--- src/rtl/serial_rx_pkg.sv ---
package serial_rx_pkg;
  typedef enum logic [2:0] {
    RX_IDLE, RX_START, RX_DATA, RX_PAR, RX_STOP, RX_STOP2
  } rx_state_e;

  typedef struct packed {
    logic rie;
    logic stop2;
    logic par_odd;
    logic par_en;
    logic data7;
  } rx_cfg_t;
endpackage

--- src/rtl/serial_rx_sync.sv ---
module serial_rx_sync #(
  parameter int STAGES = 2
) (
  input  logic clk_i,
  input  logic rst_ni,
  input  logic d_i,
  output logic q_o
);
  logic [STAGES-1:0] ff_q;

  always_ff @(posedge clk_i or negedge rst_ni) begin
    if (!rst_ni) ff_q <= '1;
    else         ff_q <= {ff_q[STAGES-2:0], d_i};
  end

  assign q_o = ff_q[STAGES-1];
endmodule

--- src/rtl/serial_rx_tick.sv ---
module serial_rx_tick #(
  parameter int DIV = 4
) (
  input  logic clk_i,
  input  logic rst_ni,
  output logic tick_o
);
  localparam int CW = (DIV > 1) ? $clog2(DIV) : 1;
  localparam logic [CW-1:0] LAST = CW'(DIV - 1);
  logic [CW-1:0] cnt_q;

  always_ff @(posedge clk_i or negedge rst_ni) begin
    if (!rst_ni)           cnt_q <= '0;
    else if (cnt_q == LAST) cnt_q <= '0;
    else                   cnt_q <= cnt_q + 1'b1;
  end

  assign tick_o = (cnt_q == LAST);
endmodule

--- src/rtl/serial_rx_frame.sv ---
module serial_rx_frame
  import serial_rx_pkg::*;
#(
  parameter int DATA_W = 8,
  parameter int OSR    = 16
) (
  input  logic              clk_i,
  input  logic              rst_ni,
  input  logic              tick_i,
  input  logic              rx_i,
  input  logic              lock_i,
  input  rx_cfg_t           cfg_i,
  output logic              done_o,
  output logic [DATA_W-1:0] data_o,
  output logic              par_bit_o,
  output logic              stop_bit_o,
  output logic              idle_o
);
  localparam int TW = $clog2(OSR + OSR/2);
  localparam int BW = $clog2(DATA_W);
  localparam logic [TW-1:0] MID  = TW'(OSR/2 - 1);
  localparam logic [TW-1:0] FULL = TW'(OSR - 1);
  localparam logic [TW-1:0] TAIL = TW'(OSR + OSR/2 - 1);

  rx_state_e         st_q;
  logic [TW-1:0]     tc_q;
  logic [BW-1:0]     bi_q;
  logic [BW-1:0]     last_bit;

  assign last_bit = cfg_i.data7 ? BW'(DATA_W - 2) : BW'(DATA_W - 1);
  assign idle_o   = (st_q == RX_IDLE);

  always_ff @(posedge clk_i or negedge rst_ni) begin
    if (!rst_ni) begin
      st_q <= RX_IDLE; tc_q <= '0; bi_q <= '0; data_o <= '0;
      par_bit_o <= 1'b0; stop_bit_o <= 1'b1; done_o <= 1'b0;
    end else begin
      done_o <= 1'b0;
      if (tick_i) begin
        unique case (st_q)
          RX_IDLE: if (!rx_i && !lock_i) begin st_q <= RX_START; tc_q <= '0; end
          RX_START:
            if (tc_q == MID) begin
              tc_q <= '0; bi_q <= '0; data_o <= '0;
              st_q <= rx_i ? RX_IDLE : RX_DATA;  // reject glitches
            end else tc_q <= tc_q + 1'b1;
          RX_DATA:
            if (tc_q == FULL) begin
              tc_q <= '0;
              data_o[bi_q] <= rx_i;
              if (bi_q == last_bit) st_q <= cfg_i.par_en ? RX_PAR : RX_STOP;
              else                  bi_q <= bi_q + 1'b1;
            end else tc_q <= tc_q + 1'b1;
          RX_PAR:
            if (tc_q == FULL) begin
              tc_q <= '0; par_bit_o <= rx_i; st_q <= RX_STOP;
            end else tc_q <= tc_q + 1'b1;
          RX_STOP:
            if (tc_q == FULL) begin
              tc_q <= '0; stop_bit_o <= rx_i; done_o <= 1'b1;
              st_q <= cfg_i.stop2 ? RX_STOP2 : RX_IDLE;
            end else tc_q <= tc_q + 1'b1;
          RX_STOP2:  // second stop bit: wait out, not checked
            if (tc_q == TAIL) st_q <= RX_IDLE;
            else              tc_q <= tc_q + 1'b1;
          default: st_q <= RX_IDLE;
        endcase
      end
    end
  end
endmodule

--- src/rtl/serial_rx_status.sv ---
module serial_rx_status #(
  parameter int DATA_W = 8
) (
  input  logic              clk_i,
  input  logic              rst_ni,
  input  logic              done_i,
  input  logic [DATA_W-1:0] data_i,
  input  logic              par_bit_i,
  input  logic              stop_bit_i,
  input  logic              par_en_i,
  input  logic              par_odd_i,
  input  logic [3:0]        clr_i,
  output logic              full_o,
  output logic              ovr_o,
  output logic              per_o,
  output logic              fer_o,
  output logic [DATA_W-1:0] rdr_o
);
  logic per_n, fer_n;
  assign per_n = par_en_i & ((^data_i ^ par_bit_i) != par_odd_i);
  assign fer_n = ~stop_bit_i;

  always_ff @(posedge clk_i or negedge rst_ni) begin
    if (!rst_ni) begin
      full_o <= 1'b0; ovr_o <= 1'b0; per_o <= 1'b0; fer_o <= 1'b0; rdr_o <= '0;
    end else begin
      if (clr_i[0]) full_o <= 1'b0;
      if (clr_i[1]) ovr_o  <= 1'b0;
      if (clr_i[2]) per_o  <= 1'b0;
      if (clr_i[3]) fer_o  <= 1'b0;
      if (done_i) begin
        if (full_o || per_n || fer_n) begin
          if (full_o) ovr_o <= 1'b1;
          if (per_n)  per_o <= 1'b1;
          if (fer_n)  fer_o <= 1'b1;
        end else begin
          full_o <= 1'b1;
          rdr_o  <= data_i;
        end
      end
    end
  end
endmodule

--- src/rtl/serial_rx_engine.sv ---
module serial_rx_engine
  import serial_rx_pkg::*;
#(
  parameter int DIV         = 4,
  parameter int SYNC_STAGES = 2
) (
  input  logic       clk_i,
  input  logic       rst_ni,
  input  logic       rx_i,
  input  logic       wr_i,
  input  logic       addr_i,
  input  logic [4:0] wdata_i,
  output logic [7:0] rdata_o,
  output logic       full_o,
  output logic       ovr_o,
  output logic       per_o,
  output logic       fer_o,
  output logic       irq_rxi_o,
  output logic       irq_eri_o
);
  localparam int DATA_W = 8;
  localparam int OSR    = 16;

  rx_cfg_t           cfg_q;
  logic              rx_s, tick, done, par_bit, stop_bit, fsm_idle, any_err;
  logic [DATA_W-1:0] shift_data;
  logic [3:0]        clr;

  always_ff @(posedge clk_i or negedge rst_ni) begin
    if (!rst_ni)                cfg_q <= '0;
    else if (wr_i && !addr_i)   cfg_q <= rx_cfg_t'(wdata_i);
  end

  assign clr     = (wr_i && addr_i) ? wdata_i[3:0] : 4'b0;
  assign any_err = ovr_o | per_o | fer_o;

  serial_rx_sync #(.STAGES(SYNC_STAGES)) u_sync (
    .clk_i, .rst_ni, .d_i(rx_i), .q_o(rx_s));

  serial_rx_tick #(.DIV(DIV)) u_tick (
    .clk_i, .rst_ni, .tick_o(tick));

  serial_rx_frame #(.DATA_W(DATA_W), .OSR(OSR)) u_frame (
    .clk_i, .rst_ni, .tick_i(tick), .rx_i(rx_s), .lock_i(any_err),
    .cfg_i(cfg_q), .done_o(done), .data_o(shift_data),
    .par_bit_o(par_bit), .stop_bit_o(stop_bit), .idle_o(fsm_idle));

  serial_rx_status #(.DATA_W(DATA_W)) u_status (
    .clk_i, .rst_ni, .done_i(done), .data_i(shift_data),
    .par_bit_i(par_bit), .stop_bit_i(stop_bit),
    .par_en_i(cfg_q.par_en), .par_odd_i(cfg_q.par_odd), .clr_i(clr),
    .full_o, .ovr_o, .per_o, .fer_o, .rdr_o(rdata_o));

  assign irq_rxi_o = full_o & cfg_q.rie;
  assign irq_eri_o = any_err & cfg_q.rie;
endmodule

--- config.mk ---
export PLATFORM = sky130hd
export DESIGN_NAME = serial_rx_engine
export DESIGN_NICKNAME = d
export VERILOG_FILES = /design/src/rtl/serial_rx_pkg.sv /design/src/rtl/serial_rx_sync.sv /design/src/rtl/serial_rx_tick.sv /design/src/rtl/serial_rx_frame.sv /design/src/rtl/serial_rx_status.sv /design/src/rtl/serial_rx_engine.sv
export SDC_FILE = /design/constraint.sdc
export NUM_CORES = 1
export LEC_CHECK = 0
export BUFFER_PORTS_ARGS = -buffer_cell sky130_fd_sc_hd__buf_2
export CAP_MARGIN = 5
export CELL_PAD_IN_SITES_DETAIL_PLACEMENT = 0
export CELL_PAD_IN_SITES_GLOBAL_PLACEMENT = 1
export CORE_ASPECT_RATIO = 1.5
export CORE_UTILIZATION = 41
export CTS_CLUSTER_DIAMETER = 80
export DETAILED_ROUTE_END_ITERATION = 8
export MAX_ROUTING_LAYER = met4
export PLACE_DENSITY_LB_ADDON = 0.15
export SLEW_MARGIN = 10
export SYNTH_ARGS = -nofsm -noshare
export SYNTH_HDL_FRONTEND = slang
export SYNTH_HIERARCHICAL = 1
export SYNTH_SLANG_ARGS = --single-unit
export TNS_END_PERCENT = 30
--- constraint.sdc ---
create_clock -name clk_i -period 1.85 [get_ports clk_i]
set_input_delay 0.37 -clock clk_i [delete_from_list [all_inputs] [get_ports clk_i]]
set_output_delay 0.37 -clock clk_i [all_outputs]
set_load 0.01 [all_outputs]
==> metrics.yaml, run 1 <==
sta:
  finalCriticalPeriod_ns: 2.05
  clock-skew-final_ns: 0.00293
  tightest_slew_ns: 0.535
  hold_violations: 0
  finalCritPeriodShare_pct: 111
  fmax_ghz: 0.487
  setup_ws_ns: -0.205
  setup_viol: 8
  rsz0062_at_grt: "true"
  slew_viol_final: 0
  relSlewSlack_pct: 64.3
global_route:
  met2_usage_pct: 35.0
  grt_max_degree: 44
  met1_usage_pct: 20.0
  grt_busiest_layer: "met2"
  grt_pass1_wl_mm: 8.40
  antenna_found_initial: 0
  grt_usage_pct: 18.9
  overflow: 0
  grt_pass1_vias: 1802
  grt_use_met3_pct: 2.91
synthesis:
  yosys_most_used_dff: "dfrtp_1"
  syn-num-nets: 233
  syn_area_mm2: 0.00230
  synth_area_leader_cell: "dfrtp_1"
  synth_area_per_cell_um2: 10.5
  synth.most_common_cell: "dfrtp_1"
  synth_edf_count: 0
  yosys-top-cells-count: "40 x dfrtp_1, 20 x o21ai_1, 14 x nand2_1"
  ys_seq_area_share_pct: 47.0
  synth_top_area_share_pct: 43.6
  synth_area_leaders: "dfrtp_1 44%, mux2_2 4.4%, o21ai_1 4.4%, mux2_4 3.9%, dfstp_2 3.4%"
  synth-seq-cells: 43
  synth_cell_type_count: 52
  synthCells: 219
  yosys_warnings: 6
  ys_async_sr_fraction_pct: 100
floorplanning:
  start_util_pct: 42.1
  die_area_mm2: 0.00591
  placementRows: 33
  die_x_um: 63.1
  coreArea_mm2: 0.00545
  dieHeight_um: 93.7
  io_pins: 24
worst_setup_path:
  end_kind: "register"
  r2r_start: "u_frame/data_o[7]"
  crit_arrival_ns: 2.24
  cp_slowest_stage_delay_ns: 0.42
  cp_num_cells: 6
  crit_chain: "xor2_1 > xnor3_1 > xnor2_1 > a211oi_4 > buf_12 > mux2_2"
  worstSetupStartpointType: "register"
  worst-path-buf-inv: 1
  critical_path.top_delay_family: "XOR/XNOR gates"
  cp-endpoint: "u_status/rdr_o[0]"
  setup.worst_path.start: "u_frame/data_o[7]"
  worstPathRequired_ns: 2.03
  r2r_cells: 6
  cp_slowest_cell: "xnor3_1"
  rr_endpoint: "u_status/rdr_o[0]"
  critPathKind: "reg -> reg"
  reg2reg_slack_ns: -0.20
  path_max_fanout: 8
clock_network:
  clk_pin_slew_ns: 0.09
  cts.sinks: 43
  insertion_delay_ns: 0.29
  ctsHoldBuffers: 0
  cts_buffers: 5
  htree_levels: 2
  cts_max_path_buffers: 2
  tritoncts: "done"
  ctsRootBufferMaster: "clkbuf_8"
route:
  wl_mm: 4.92
  via_count: 1829
  viasPerCell: 5.23
  drtPass1Iterations: 4
  postRouteAntennaNets: 0
  drc: 0
  wl_per_cell_um: 14.1
  drtIter0Drc: 36
place:
  placed_area_mm2: 0.00278
  hpwl_mm: 3.75
  dp_cells: 342
  portBuffers: 23
  place_congestion: 0.813
final_layout:
  fill_cells: 509
  antenna_cells: 0
  final_util_pct: 53.5
  num-nets-final: 293
  syn_to_final_growth_pct: 27.1
  fin_area_mm2: 0.00292
  stdcell_count: 350
  drive_above_1_share_pct: 36.1
job:
  drv_cap: 0
run_status:
  violations: "negative setup slack"
  status: "complete, but fails checks"
power:
  p_total_mw: 2.71
  leakage_nw: 1.39
  power.density_mw_per_mm2: 927
  vdd_drop_max_uv: 628
worst_hold_path:
  hp-class: "in -> async"
what timing repair did:
action | in CTS | in global routing
pin swaps | 0 | 2
gates resized for setup | 2 | 7
endpoints found under the setup margin | 9 | 16
setup buffers | 0 | 0
how the worst min path moves through the flow:
| stage | slack (ns) | cells after the start | end | start |
|---|---|---|---|---|
| final | 0.14 | 2 | u_status/rdr_o[2] | rst_ni |
| after global routing | 0.15 | 1 | u_sync/ff_q[0] | rx_i |
| after CTS | 0.15 | 2 | u_frame/bi_q[2] | rst_ni |
| after detailed placement | 0.35 | 0 | u_sync/ff_q[1] | u_sync/ff_q[0] |
| after global placement | 0.35 | 0 | u_sync/ff_q[1] | u_sync/ff_q[0] |
| after floorplan | 0.07 | 0 | cfg_q[0] | rst_ni |
registers in the layout, indices dropped and copies added (netlist names), 2 cells and up:
register	count
u_frame/data_o	8
u_status/rdr_o	8
cfg_q	5
u_frame/tc_q	5
u_frame/bi_q	3
u_frame/st_q	3
u_sync/ff_q	2
u_tick/cnt_q	2
area by class of cell:
class,count,area (um^2),area share [%]
multi-input combinational,157,1180,40.6
sequential,43,1080,37.0
timing repair buffer,63,440,15.1
tap,70,87.6,3.00
clock buffer,5,68.8,2.36
inverter,9,33.8,1.16
clock inverter,3,23.8,0.815
per-stage QoR:
step / setup TNS (ns) / setup WS [ns] / hold slack [ns]
after global routing: -2.18 / -0.266 / 0.153
after detailed placement: -1.63 / -0.213 / 0.351
after floorplan: -1.11 / -0.139 / 0.0744
final: -1.52 / -0.205 / 0.139
after global placement: -1.35 / -0.167 / 0.346
after CTS: -1.71 / -0.227 / 0.148
kinds of logic (layout without fill, tap and decap cells):
logic type / count (synthesis) / after routing / synth area share, %
simple gates: 68 / 68 / 17.0
compound gates: 58 / 58 / 16.5
flops: 43 / 43 / 47.0
buf+inv: 19 / 80 / 3.54
mux: 17 / 17 / 9.32
xor+xnor: 10 / 10 / 4.41
fa+ha+maj: 4 / 4 / 2.18
routing by layer:
| layer | up-vias | wire length (um) |
|---|---|---|
| met1 | 894 | 2060 |
| li1 | 911 | - |
| met3 | 5 | 68 |
| met5 | - | 0 |
| met4 | 0 | 69 |
| met2 | 19 | 2720 |
power by group:
group          switching, mW  internal (mW)  total [mW]
Combinational          0.438          0.506       0.944
Sequential             0.111           1.03        1.14
Clock                  0.352          0.270       0.622
Total                  0.900           1.81        2.71
cell usage in the layout (no fill, tap or decap), types with 3 or more instances in the layout:
cell type  netlist  routed
nand2b_1         5       5
o21ai_1         20      20
o21ai_0          5       4
nor2_1           9       8
clkbuf_8         0       5
nand3b_1         3       3
buf_4            0      38
xnor2_1          5       5
dfrtp_1         40      40
o22ai_1          3       3
nand3_1          8       8
mux2_4           6       6
xor2_1           4       4
and2_1           4       4
a31oi_1          4       4
and3_1           5       5
ha_1             4       3
a21oi_1          5       4
mux2_2           9       9
inv_1            9       9
nand2_1         14      14
o31ai_1          4       3
nor3_1           4       4
a211oi_1         3       3
buf_2            2      23
dfstp_2          3       3
Power figures use the tool's default switching activity.
==> run 2: changes to the inputs <==
--- a/config.mk
+++ b/config.mk
@@ -10,11 +10,12 @@
 export CELL_PAD_IN_SITES_DETAIL_PLACEMENT = 0
 export CELL_PAD_IN_SITES_GLOBAL_PLACEMENT = 1
 export CORE_ASPECT_RATIO = 1.5
-export CORE_UTILIZATION = 41
+export CORE_UTILIZATION = 46
 export CTS_CLUSTER_DIAMETER = 80
 export DETAILED_ROUTE_END_ITERATION = 8
 export MAX_ROUTING_LAYER = met4
 export PLACE_DENSITY_LB_ADDON = 0.15
+export REMOVE_ABC_BUFFERS = 1
 export SLEW_MARGIN = 10
 export SYNTH_ARGS = -nofsm -noshare
 export SYNTH_HDL_FRONTEND = slang
==> constraint.sdc (replaced) <==
create_clock -name clk_i -period 2.15 [get_ports clk_i]
set_input_delay 0.43 -clock clk_i [delete_from_list [all_inputs] [get_ports clk_i]]
set_output_delay 0.43 -clock clk_i [all_outputs]
set_load 0.005 [all_outputs]
==> run 2 against run 1 <==
Against the previous run:
- maximum frequency is 2.6% lower
- clock power is 0.6% higher
- critical path type unchanged
- the flow now finishes without violations
- highest routed layer unchanged
- sequential power decreased by 13%
- worst hold slack better by 0.062 ns
- register-to-register slack gained 0.25 ns
- critical endpoint is now u_status/rdr_o[3]
- global-route usage rose by 1.5 points
- largest power group unchanged
- non-clock buffer count fell by 31
==> metrics.yaml, run 2 (synthesis gave the netlist of run 1 again) <==
route:
  via_count: 1709  # was 1829
  drc: 0  # unchanged
  postRouteAntennaNets: 0  # unchanged
  viasPerCell: 5.43  # was 5.23
  drtPass1Iterations: 4  # unchanged
  wl_per_cell_um: 14.9  # was 14.1 um
  drtIter0Drc: 74  # was 36
  wl_mm: 4.68  # was 4.92 mm
floorplanning:
  placementRows: 31  # was 33
  io_pins: 24  # unchanged
  die_x_um: 59.7  # was 63.1 um
  dieHeight_um: 88.5  # was 93.7 um
  coreArea_mm2: 0.00481  # was 0.00545 mm^2
  start_util_pct: 47.7  # was 42.1%
  die_area_mm2: 0.00528  # was 0.00591 mm^2
power:
  leakage_nw: 1.26  # was 1.39 nW
  p_total_mw: 2.23  # was 2.71 mW
  vdd_drop_max_uv: 526  # was 628 uV
  power.density_mw_per_mm2: 831  # was 927 mW/mm^2
worst_setup_path:
  end_kind: "register"  # unchanged
  worstSetupStartpointType: "register"  # unchanged
  cp_slowest_stage_delay_ns: 0.46  # was 0.42 ns
  cp_slowest_cell: "xnor3_1"  # unchanged
  worstPathRequired_ns: 2.33  # was 2.03 ns
  critical_path.top_delay_family: "XOR/XNOR gates"  # unchanged
  worst-path-buf-inv: 1  # unchanged
  critPathKind: "reg -> reg"  # unchanged
  path_max_fanout: 8  # unchanged
  reg2reg_slack_ns: 0.04  # was -0.20 ns
  crit_chain: "xnor2_1 > xnor3_1 > xnor2_2 > a211oi_4 > buf_12 > mux2_4"  # was xor2_1 > xnor3_1 > xnor2_1 > a211oi_4 > buf_12 > mux2_2
  crit_arrival_ns: 2.29  # was 2.24 ns
final_layout:
  area.sequential_mm2: 0.00108  # unchanged
  antenna_cells: 0  # unchanged
  mostFrequentLayoutCells: "40 x dfrtp_1, 23 x buf_2, 20 x o21ai_1, 14 x mux2_4, 14 x nand2_1"  # was 40 x dfrtp_1, 38 x buf_4, 23 x buf_2, 20 x o21ai_1, 14 x nand2_1
  num-nets-final: 262  # was 293
  final_common_cell: "dfrtp_1"  # unchanged
  drive_above_1_share_pct: 26.1  # was 36.1%
  fin_area_mm2: 0.00268  # was 0.00292 mm^2
  top_regs: "u_frame/data_o (8), u_status/rdr_o (8)"  # unchanged
  multi_input_area_mm2: 0.00118  # about the same
  syn_to_final_growth_pct: 16.9  # was 27.1%
  stdcell_count: 315  # was 350
  fill_cells: 457  # was 509
sta:
  clock-skew-final_ns: 0.00600  # was 0.00293 ns
  relSlewSlack_pct: 64.6  # was 64.3%
  finalCriticalPeriod_ns: 2.11  # was 2.05 ns
  finalCritPeriodShare_pct: 98.1  # was 111%
  hold_violations: 0  # unchanged
  rsz0062_at_grt: "true"  # unchanged
  tightest_slew_ns: 0.532  # was 0.535 ns
  slew_viol_final: 0  # unchanged
  setup_viol: 0  # was 8
  fmax_ghz: 0.474  # was 0.487 GHz
clock_network:
  htree_levels: 2  # unchanged
  tritoncts: "done"  # unchanged
  cts_max_path_buffers: 2  # unchanged
  cts.sinks: 43  # unchanged
  cts_buffers: 5  # unchanged
  postCtsSetupRepairBufs: 0  # unchanged
  clk_pin_slew_ns: 0.09  # about the same
  ctsRootBufferMaster: "clkbuf_8"  # unchanged
  ctsHoldBuffers: 0  # unchanged
  insertion_delay_ns: 0.29  # about the same
global_route:
  grt_pass1_vias: 1636  # was 1802
  overflow: 0  # unchanged
  grt_usage_pct: 20.4  # was 18.9%
  antenna_found_initial: 0  # unchanged
  grt_pass1_wl_mm: 7.73  # was 8.40 mm
  grt_max_degree: 44  # unchanged
place:
  placed_area_mm2: 0.00253  # was 0.00278 mm^2
  dp_cells: 307  # was 342
  hpwl_mm: 3.42  # was 3.75 mm
  portBuffers: 23  # unchanged
  place_congestion: 0.800  # was 0.813
run_status:
  status: "finished clean"  # was complete, but fails checks
worst_hold_path:
  hp-class: "in -> async"  # unchanged
job:
  drv_cap: 0  # unchanged
## run 2: through the flow
stage,util [%],worst slack (ns),hold slack [ns],TNS [ns]
6_report,55.8,0.0405,0.201,0
4_1_cts,54.9,0.0221,0.218,0
3_3_place_gp,52.5,0.0644,0.346,0
3_5_place_dp,52.5,0.00516,0.347,0
5_1_grt,55.8,-0.0328,0.216,-0.218
2_1_floorplan,-,0.131,0.134,0
## run 2: path summary, 6_finish.rpt
| check | from | end | cells after the start |
|---|---|---|---|
| worst max-delay path | cfg_q[2] | u_status/rdr_o[3] | 6 |
| worst max register to register | cfg_q[2] | u_status/rdr_o[3] | 6 |
| worst min register to register | u_sync/ff_q[0] | u_sync/ff_q[1] | 0 |
| min in group clk_i | rx_i | u_sync/ff_q[0] | 1 |
| worst min-delay path | rst_ni | u_status/rdr_o[2] | 2 |
| max in group asynchronous | rst_ni | u_sync/ff_q[0] | 2 |
## run 2: area by class of cell
cell class	count	area share (%)
Multi-Input combinational cell	157	44.0
Sequential cell	43	40.2
Timing Repair Buffer	32	7.27
Tap cell	66	3.08
Clock buffer	5	2.56
Clock inverter	3	1.63
Inverter	9	1.26
## run 2: repair_timing
item,4_1_cts,5_1_grt
setup endpoints to repair,8,8
resized for setup,0,10
pin swaps,1,5
## run 2: metal layers
| metal | vias up | share of wire (%) | global-route usage, % |
|---|---|---|---|
| met5 | - | 0 | - |
| met4 | 0 | 0.96 | 7.82 |
| met3 | 4 | 3.2 | 4.53 |
| met2 | 31 | 54 | 34.3 |
| met1 | 824 | 42 | 23.2 |
| li1 | 850 | - | - |
## run 2: where the power goes
group	total [mW]	switching [mW]	internal, mW
logic	0.617	0.322	0.295
registers	0.987	0.102	0.885
clock network	0.626	0.280	0.346
